===== src/rtl/owseq_pkg.sv =====
package owseq_pkg;

   typedef enum logic [2:0] {
      ST_IDLE, ST_PRES, ST_ROM, ST_SEND, ST_MATCH, ST_FNCMD, ST_FNOPEN
   } seq_st_t;

   typedef enum logic [2:0] {
      RC_NONE, RC_READ, RC_MATCH, RC_SKIP, RC_SEARCH, RC_ASEARCH
   } rom_cls_t;

   localparam logic [7:0] OP_READ    = 8'h33;
   localparam logic [7:0] OP_MATCH   = 8'h55;
   localparam logic [7:0] OP_SKIP    = 8'hCC;
   localparam logic [7:0] OP_SEARCH  = 8'hF0;
   localparam logic [7:0] OP_ASEARCH = 8'hEC;

   localparam logic [7:0] OP_CONVERT = 8'h44;
   localparam logic [7:0] OP_RDPAD   = 8'hBE;
   localparam logic [7:0] OP_WRPAD   = 8'h4E;
   localparam logic [7:0] OP_COPY    = 8'h48;
   localparam logic [7:0] OP_RECALL  = 8'hB8;
   localparam logic [7:0] OP_PWR     = 8'hB4;

   // reflected CRC-8 (x^8+x^5+x^4+1), bits consumed LSB first
   function automatic logic [7:0] crc8_lsb(input logic [63:0] data, input int nbits);
      logic [7:0] c;
      logic       mix;
      c = '0;
      for (int i = 0; i < 64; i++) begin
         if (i < nbits) begin
            mix = c[0] ^ data[i];
            c   = c >> 1;
            if (mix) c = c ^ 8'h8C;
         end
      end
      return c;
   endfunction

endpackage


===== src/rtl/owseq_id_rom.sv =====
module owseq_id_rom
   import owseq_pkg::*;
#(
   parameter int          FAMILY_W  = 8,
   parameter int          SERIAL_W  = 48,
   parameter int          CRC_W     = 8,
   parameter logic [7:0]  FAMILY    = 8'h28,
   parameter logic [47:0] SERIAL    = 48'h0000_1A2B_3C4D,
   parameter bit          CRC_AUTO  = 1'b1,
   parameter logic [7:0]  CRC_FIXED = 8'h00,
   parameter int          IDX_W     = 3
) (
   input  logic [IDX_W-1:0] idx_i,
   output logic [7:0]       byte_o
);
   localparam int ID_BITS = FAMILY_W + SERIAL_W + CRC_W;
   localparam int NBYTES  = ID_BITS / 8;

   if (ID_BITS != 64 || FAMILY_W != 8 || CRC_W != 8) begin : g_bad_layout
      $error("owseq_id_rom: identity must be 8+48+8 bits");
   end
   if ((1 << IDX_W) != NBYTES) begin : g_bad_idx
      $error("owseq_id_rom: IDX_W must address exactly NBYTES");
   end

   logic [7:0]  crc_val;
   logic [63:0] id_word;

   if (CRC_AUTO) begin : g_crc_calc
      assign crc_val = crc8_lsb({8'h00, SERIAL, FAMILY}, FAMILY_W + SERIAL_W);
   end else begin : g_crc_fixed
      assign crc_val = CRC_FIXED;
   end

   assign id_word = {crc_val, SERIAL, FAMILY};

   logic [7:0] id_bytes [NBYTES];
   for (genvar g = 0; g < NBYTES; g++) begin : g_bytes
      assign id_bytes[g] = id_word[g*8 +: 8];
   end

   assign byte_o = id_bytes[idx_i];

endmodule


===== src/rtl/owseq_cnt.sv =====
module owseq_cnt #(
   parameter int COUNT = 8,
   localparam int IDX_W = (COUNT > 1) ? $clog2(COUNT) : 1
) (
   input  logic             clk,
   input  logic             rst_n,
   input  logic             clr_i,
   input  logic             inc_i,
   output logic [IDX_W-1:0] idx_o,
   output logic             last_o
);
   if (COUNT < 2) begin : g_bad_count
      $error("owseq_cnt: COUNT must be at least 2");
   end

   logic [IDX_W-1:0] idx_q;

   always_ff @(posedge clk or negedge rst_n) begin
      if (!rst_n)      idx_q <= '0;
      else if (clr_i)  idx_q <= '0;
      else if (inc_i)  idx_q <= idx_q + 1'b1;
   end

   assign idx_o  = idx_q;
   assign last_o = (idx_q == IDX_W'(COUNT - 1));

   // the sequencer must leave the byte loop on the last byte instead of stepping past it
   assert_no_wrap_R4: assert property (@(posedge clk) disable iff (!rst_n)
      (inc_i && !clr_i) |-> !last_o);

endmodule


===== src/rtl/owseq_decode.sv =====
module owseq_decode
   import owseq_pkg::*;
(
   input  logic [7:0] cmd_i,
   output rom_cls_t   rom_cls_o,
   output logic       fn_known_o
);
   always_comb begin
      unique case (cmd_i)
         OP_READ:    rom_cls_o = RC_READ;
         OP_MATCH:   rom_cls_o = RC_MATCH;
         OP_SKIP:    rom_cls_o = RC_SKIP;
         OP_SEARCH:  rom_cls_o = RC_SEARCH;
         OP_ASEARCH: rom_cls_o = RC_ASEARCH;
         default:    rom_cls_o = RC_NONE;
      endcase
   end

   always_comb begin
      unique case (cmd_i)
         OP_CONVERT, OP_RDPAD, OP_WRPAD,
         OP_COPY, OP_RECALL, OP_PWR: fn_known_o = 1'b1;
         default:                    fn_known_o = 1'b0;
      endcase
   end

endmodule


===== src/rtl/owseq_alarm.sv =====
module owseq_alarm #(
   parameter int TEMP_W = 16,
   parameter int FRAC_W = 4,
   parameter int LIM_W  = 8
) (
   input  logic [TEMP_W-1:0] temp_i,
   input  logic [LIM_W-1:0]  hi_i,
   input  logic [LIM_W-1:0]  lo_i,
   output logic              alarm_o
);
   if (TEMP_W <= LIM_W) begin : g_bad_width
      $error("owseq_alarm: TEMP_W must exceed LIM_W");
   end

   logic signed [TEMP_W-1:0] t_int;
   logic signed [TEMP_W-1:0] hi_ext;
   logic signed [TEMP_W-1:0] lo_ext;

   if (FRAC_W == 0) begin : g_whole
      assign t_int = $signed(temp_i);
   end else begin : g_frac
      assign t_int = $signed(temp_i) >>> FRAC_W;
   end

   assign hi_ext  = $signed({{(TEMP_W-LIM_W){hi_i[LIM_W-1]}}, hi_i});
   assign lo_ext  = $signed({{(TEMP_W-LIM_W){lo_i[LIM_W-1]}}, lo_i});
   assign alarm_o = (t_int > hi_ext) || (t_int < lo_ext);

endmodule


===== src/rtl/owseq_top.sv =====
module owseq_top
   import owseq_pkg::*;
#(
   parameter logic [7:0]  FAMILY_CODE = 8'h28,
   parameter logic [47:0] SERIAL_NUM  = 48'h0000_1A2B_3C4D,
   parameter bit          CRC_AUTO    = 1'b1,
   parameter logic [7:0]  CRC_FIXED   = 8'h00,
   parameter int          TEMP_W      = 16,
   parameter int          FRAC_W      = 4,
   parameter int          LIM_W       = 8
) (
   input  logic              clk,
   input  logic              rst_n,
   input  logic              bus_rst_i,
   input  logic              rx_vld_i,
   input  logic [7:0]        rx_byte_i,
   input  logic              tx_take_i,
   input  logic [TEMP_W-1:0] temp_i,
   input  logic [LIM_W-1:0]  hi_lim_i,
   input  logic [LIM_W-1:0]  lo_lim_i,
   output logic              presence_o,
   output logic              tx_vld_o,
   output logic [7:0]        tx_byte_o,
   output logic              fn_cmd_vld_o,
   output logic [7:0]        fn_cmd_o,
   output logic              fn_open_o,
   output logic              search_go_o,
   output logic              search_alm_o
);
   localparam int FAMILY_W = 8;
   localparam int SERIAL_W = 48;
   localparam int CRC_W    = 8;
   localparam int ID_BITS  = FAMILY_W + SERIAL_W + CRC_W;
   localparam int NBYTES   = ID_BITS / 8;
   localparam int IDX_W    = $clog2(NBYTES);

   seq_st_t          st_q, st_d;
   rom_cls_t         rom_cls;
   logic             fn_known;
   logic [7:0]       id_byte;
   logic [IDX_W-1:0] idx;
   logic             idx_last;
   logic             alarm;
   logic             cnt_clr, cnt_inc;
   logic             fn_vld_d, fn_vld_q;
   logic [7:0]       fn_cmd_q;
   logic             srch_d, srch_q, srch_alm_d, srch_alm_q;

   owseq_decode u_dec (
      .cmd_i      (rx_byte_i),
      .rom_cls_o  (rom_cls),
      .fn_known_o (fn_known)
   );

   owseq_id_rom #(
      .FAMILY_W  (FAMILY_W),
      .SERIAL_W  (SERIAL_W),
      .CRC_W     (CRC_W),
      .FAMILY    (FAMILY_CODE),
      .SERIAL    (SERIAL_NUM),
      .CRC_AUTO  (CRC_AUTO),
      .CRC_FIXED (CRC_FIXED),
      .IDX_W     (IDX_W)
   ) u_id (
      .idx_i  (idx),
      .byte_o (id_byte)
   );

   owseq_cnt #(.COUNT(NBYTES)) u_cnt (
      .clk    (clk),
      .rst_n  (rst_n),
      .clr_i  (cnt_clr),
      .inc_i  (cnt_inc),
      .idx_o  (idx),
      .last_o (idx_last)
   );

   owseq_alarm #(
      .TEMP_W (TEMP_W),
      .FRAC_W (FRAC_W),
      .LIM_W  (LIM_W)
   ) u_alm (
      .temp_i  (temp_i),
      .hi_i    (hi_lim_i),
      .lo_i    (lo_lim_i),
      .alarm_o (alarm)
   );

   assign cnt_clr = (st_q != ST_SEND) && (st_q != ST_MATCH);

   always_comb begin
      st_d       = st_q;
      cnt_inc    = 1'b0;
      fn_vld_d   = 1'b0;
      srch_d     = 1'b0;
      srch_alm_d = 1'b0;
      if (bus_rst_i) begin
         st_d = ST_PRES;
      end else begin
         unique case (st_q)
            ST_IDLE:   st_d = ST_IDLE;
            ST_PRES:   st_d = ST_ROM;
            ST_ROM: begin
               if (rx_vld_i) begin
                  unique case (rom_cls)
                     RC_READ:  st_d = ST_SEND;
                     RC_MATCH: st_d = ST_MATCH;
                     RC_SKIP:  st_d = ST_FNCMD;
                     RC_SEARCH: begin
                        st_d   = ST_IDLE;
                        srch_d = 1'b1;
                     end
                     RC_ASEARCH: begin
                        st_d       = ST_IDLE;
                        srch_d     = alarm;
                        srch_alm_d = alarm;
                     end
                     default:  st_d = ST_IDLE;
                  endcase
               end
            end
            ST_SEND: begin
               if (tx_take_i) begin
                  if (idx_last) st_d = ST_FNCMD;
                  else          cnt_inc = 1'b1;
               end
            end
            ST_MATCH: begin
               if (rx_vld_i) begin
                  if (rx_byte_i != id_byte) st_d = ST_IDLE;
                  else if (idx_last)        st_d = ST_FNCMD;
                  else                      cnt_inc = 1'b1;
               end
            end
            ST_FNCMD: begin
               if (rx_vld_i) begin
                  if (fn_known) begin
                     st_d     = ST_FNOPEN;
                     fn_vld_d = 1'b1;
                  end else begin
                     st_d = ST_IDLE;
                  end
               end
            end
            ST_FNOPEN: st_d = ST_FNOPEN;
            default:   st_d = ST_IDLE;
         endcase
      end
   end

   always_ff @(posedge clk or negedge rst_n) begin
      if (!rst_n) begin
         st_q       <= ST_IDLE;
         fn_vld_q   <= 1'b0;
         fn_cmd_q   <= '0;
         srch_q     <= 1'b0;
         srch_alm_q <= 1'b0;
      end else begin
         st_q       <= st_d;
         fn_vld_q   <= fn_vld_d;
         srch_q     <= srch_d;
         srch_alm_q <= srch_alm_d;
         if (fn_vld_d) fn_cmd_q <= rx_byte_i;
      end
   end

   assign presence_o   = (st_q == ST_PRES);
   assign tx_vld_o     = (st_q == ST_SEND);
   assign tx_byte_o    = id_byte;
   assign fn_cmd_vld_o = fn_vld_q;
   assign fn_cmd_o     = fn_cmd_q;
   assign fn_open_o    = (st_q == ST_FNOPEN);
   assign search_go_o  = srch_q;
   assign search_alm_o = srch_alm_q;

   // a presence request only follows a detected bus reset
   assert_pres_after_rst_R1: assert property (@(posedge clk) disable iff (!rst_n)
      presence_o |-> $past(bus_rst_i));

   // a reset in the middle of a transaction stops sending and closes the function layer
   assert_abort_on_rst_R11: assert property (@(posedge clk) disable iff (!rst_n)
      $past(bus_rst_i) |-> (!tx_vld_o && !fn_open_o));

   // an address byte that differs from the identity drops the slave off the bus
   assert_match_miss_idle_R6: assert property (@(posedge clk) disable iff (!rst_n)
      $past(st_q == ST_MATCH && rx_vld_i && !bus_rst_i && rx_byte_i != id_byte)
      |-> (st_q == ST_IDLE));

   // an alarm search start needs an alarm condition the cycle before
   assert_alarm_gate_R9: assert property (@(posedge clk) disable iff (!rst_n)
      (search_go_o && search_alm_o) |-> $past(alarm));

   // search starts and function acceptance never coincide
   assert_search_excl_R8: assert property (@(posedge clk) disable iff (!rst_n)
      !(search_go_o && fn_cmd_vld_o));

   // an accepted function command opens the function layer
   assert_fn_opens_R10: assert property (@(posedge clk) disable iff (!rst_n)
      (fn_cmd_vld_o && !$past(bus_rst_i)) |-> fn_open_o);

endmodule


===== config.mk =====
export PLATFORM = sky130hd
export DESIGN_NAME = owseq_top
export DESIGN_NICKNAME = d
export VERILOG_FILES = /design/src/rtl/owseq_pkg.sv /design/src/rtl/owseq_id_rom.sv /design/src/rtl/owseq_cnt.sv /design/src/rtl/owseq_decode.sv /design/src/rtl/owseq_alarm.sv /design/src/rtl/owseq_top.sv
export SDC_FILE = /design/constraint.sdc
export NUM_CORES = 1
export LEC_CHECK = 0
export BUFFER_PORTS_ARGS = -buffer_cell sky130_fd_sc_hd__buf_2
export CAP_MARGIN = 20
export CORE_MARGIN = 1.5
export CORE_UTILIZATION = 39
export CTS_CLUSTER_SIZE = 28
export DETAILED_ROUTE_END_ITERATION = 16
export HOLD_SLACK_MARGIN = 0.05
export PLACE_DENSITY = 0.67
export SETUP_SLACK_MARGIN = 0.4
export SLEW_MARGIN = 20
export SYNTH_ARGS = -nofsm -noshare
export SYNTH_HDL_FRONTEND = slang
export SYNTH_SLANG_ARGS = --single-unit

===== constraint.sdc =====
create_clock -name clk -period 2.1 [get_ports clk]
set_clock_uncertainty 0.05 [all_clocks]
set_input_delay 0.21 -clock clk [delete_from_list [all_inputs] [get_ports clk]]
set_output_delay 0.21 -clock clk [all_outputs]
set_load 0.05 [all_outputs]

==> impl_metrics.csv <==
group,metric,value,unit
outcome,status,"finished with violations",
outcome,violations,"negative setup slack",
worst_setup_path,cp.required,2.19,ns
logic_synthesis,ys_seq_area_frac,0.224,
layout,fin_area,2850,um^2
cts,clock_sinks,17,
route,drtAntennaViolNets,0,
worst_setup_path,critical_path_class,"flip-flop to flip-flop",
worst_setup_path,r2r_setup_slack,-0.17,ns
cts,clock_latency,0.25,ns
power_and_ir_drop,ir_worst_vdd,0.189,mV
global_route,track_usage,0.194,
power_and_ir_drop,p_int,0.000595,W
power_and_ir_drop,power.clock.fraction,0.288,
global_route,antenna_found_initial,0,
worst_setup_path,end_kind,"flip-flop",
logic_synthesis,ys.flop_type,"dfrtp_1",
sta,rsz0062_at_grt,"true",
layout,syn_to_final_growth,49.8,%
route,wl,5210,um
sta,finalHoldViolCount,0,
logic_synthesis,netlist.area_leader.share,0.224,
place,placed_cell_area,2480,um^2
floorplanning,core_region_area,4720,um^2
logic_synthesis,synthesis.area,1900,um^2
logic_synthesis,synth_edf_count,0,
route,viasPerCell,5.22,
worst_setup_path,path_max_fanout,6,
worst_setup_path,r2r_start,"u_cnt.idx_o[0]$_DFFE_PN0P_",
cts,cts-htree-levels,1,
place,port_buffers,61,
cts,cts_tree,"yes",
logic_synthesis,async_reset_ff_frac,1.00,
cts,root_buffer,"clkbuf_8",
route,highest_layer,"met4",
place,hpwl,3820,um
route,first_pass_iters,4,
layout,final_cell_mix,"buf_2, inv_1, ha_1",
place,gp_congestion,0.884,
worst_setup_path,critical_path.startpoint_type,"flip-flop",
power_and_ir_drop,pwr-share-seq,0.375,
route,wl_met2,2630,um
logic_synthesis,synth_area_per_cell,8.05,um^2
global_route,grt_pass1_wl,8330,um
sta,setup_violations,5,
sta,fin_crit_sh,1.08,
min_path,worstHoldStart,"bus_rst_i",
logic_synthesis,ys_ff_latch,17,
power_and_ir_drop,swShare,0.329,
layout,drive_gt1_frac,0.437,
cts,numCtsBuffers,3,
cts,clk_path_buf_depth,2,
route,drc,0,
logic_synthesis,synthTopCellsByArea,"dfrtp_1, ha_1, inv_1",
global_route,grt_pass1_vias,1830,
route,drtIter0Drc,150,
power_and_ir_drop,power_frac_comb,0.337,
job,drv_cap,0,
sta,slew_viol_final,0,
worst_setup_path,slowest_delay,0.54,ns
logic_synthesis,synth_cells,236,
logic_synthesis,syn-num-nets,310,
logic_synthesis,yosys_warnings,0,
worst_setup_path,cp.arrival,2.36,ns
floorplanning,rows,25,
worst_setup_path,crit_slowest_cell,"or4b_4",
floorplanning,boundaryPins,67,
sta,fin_setup_tns,-0.637,ns
worst_setup_path,startpoint,"u_cnt.idx_o[0]$_DFFE_PN0P_",
floorplanning,die-area,5300,um^2
layout,final_common_cell,"buf_2",
global_route,grt_max_degree,18,
layout,fin_nets,393,
layout,diodes,0,
cts,path_clk_slew,0.07,ns
sta,fmax,441,MHz
power_and_ir_drop,power.switching,0.000292,W
sta,layout_setup_ws,-0.170,ns
floorplanning,initial_utilization,0.402,
worst_setup_path,crit_top_cell,"a21oi_1",
logic_synthesis,synth_top_area_cell,"dfrtp_1",
logic_synthesis,ys_types,51,
power_and_ir_drop,p_leak,1.39,nW
min_path,hold_class,"primary input to flip-flop",
global_route,grt_overflow,0,
floorplanning,die_h,72.8,um
route,wl_met1,2320,um
sta,min_period,2.27,ns
floorplanning,die_w,72.8,um
route,wl_met3,241,um
power_and_ir_drop,power_density,311,nW/um^2
route,routedWlPerCell,13.5,um
route,dr_total_vias,2011,
worst_setup_path,cp_cell_sequence,"inv_2 -> ha_4 -> nand2b_1 -> a21oi_1 -> or4b_4 -> or4_4 -> nand3_1 -> a21oi_1",
cell usage after synthesis, types with 2 or more instances:
cell	n
inv_1	29
mux2i_1	3
nand2b_1	9
nand4_1	5
buf_4	2
o2111ai_1	3
o21ai_0	8
o211ai_1	5
nand3_1	3
and2_1	2
mux2_1	3
nor2_1	17
nand2_1	19
mux2_2	2
a31oi_1	2
nor4bb_1	2
xnor2_1	2
and3_1	4
nor2b_1	10
nor3b_1	2
a211oi_1	3
nor4b_1	2
dfrtp_1	17
ha_1	29
clkbuf_1	6
a21o_1	2
a221oi_1	2
o22ai_1	4
a21oi_1	12
nor3_1	6
sequential cells by signal, indices dropped and copies added, names as in the netlist:
register	flops
fn_cmd_o	8
fn_cmd_vld_o	1
search_alm_o	1
search_go_o	1
st_q	3
u_cnt.idx_o	3
final timing paths:
path | to | depth (start not counted)
min in group asynchronous | fn_cmd_vld_o$_DFF_PN0_ | 2
max | u_cnt.idx_o[2]$_DFFE_PN0P_ | 8
max in group asynchronous | u_cnt.idx_o[0]$_DFFE_PN0P_ | 2
min reg2reg | fn_cmd_o[0]$_DFFE_PN0P_ | 1
max reg2reg | u_cnt.idx_o[2]$_DFFE_PN0P_ | 8
min | st_q[2]$_DFFE_PN0P_ | 2
power by group through the flow:
stage | clock network (W) | registers, W | logic [W]
global route | 0.000275 | 0.000332 | 0.000336
floorplan | 0 | 0.000339 | 0.000168
detailed placement | 0 | 0.000338 | 0.000270
CTS | 0.000260 | 0.000332 | 0.000285
finish | 0.000256 | 0.000332 | 0.000299
global placement | 0 | 0.000338 | 0.000264
per-stage QoR:
stage	utilization	total power (W)	worst slack (ns)	std cells	hold slack, ns
6_report	0.603	0.000887	-0.170	385	0.239
2_1_floorplan	-	0.000507	-0.0433	236	-0.136
5_1_grt	0.603	0.000944	-0.226	385	0.253
3_3_place_gp	0.525	0.000602	-0.0977	369	0.109
3_5_place_dp	0.525	0.000608	-0.150	369	0.110
4_1_cts	0.572	0.000878	-0.105	378	0.223
final cells by class:
type	instances	area, um^2
Timing Repair Buffer	88	616
Clock inverter	1	5.00
Clock buffer	3	41.3
Tap cell	67	83.8
Fill cell	419	1880
Multi-Input combinational cell	180	1550
Sequential cell	17	428
Inverter	29	126
kinds of logic (layout without fill, tap and decap cells):
logic type,count (synthesis),count (layout),share of synthesized area
AOI/OAI and AO/OA,51,51,0.182
DFF,17,17,0.224
muxes,8,8,0.0454
adders and majority gates,29,29,0.191
and+or+nand+nor,88,88,0.260
other,1,1,0.00197
xor gates and xnor gates,3,3,0.0138
buffers and inverters,39,121,0.0816
routing by layer:
metal  vias up  GRT usage
li1       1008          -
met1       930      0.269
met2        69      0.331
met3         4     0.0249
met4         0     0.0252
met5         -          0
timing repair:
action | 4_1_cts | 5_1_grt
setup endpoints to repair | 21 | 22
pin swaps | 13 | 7
hold buffers | 1 | 0
endpoints found under the hold margin | 17 | 0
setup buffers | 4 | 7
gates resized for setup | 35 | 25
worst max-delay path, delay by kind of cell, from the launching register on:
kind	cells	cell delay, ns
fa+ha+maj	1	0.21
simple gates	4	1.19
flops	1	0.46
compound gates	2	0.15
buf+inv	1	0.10
Power figures use the tool's default switching activity.
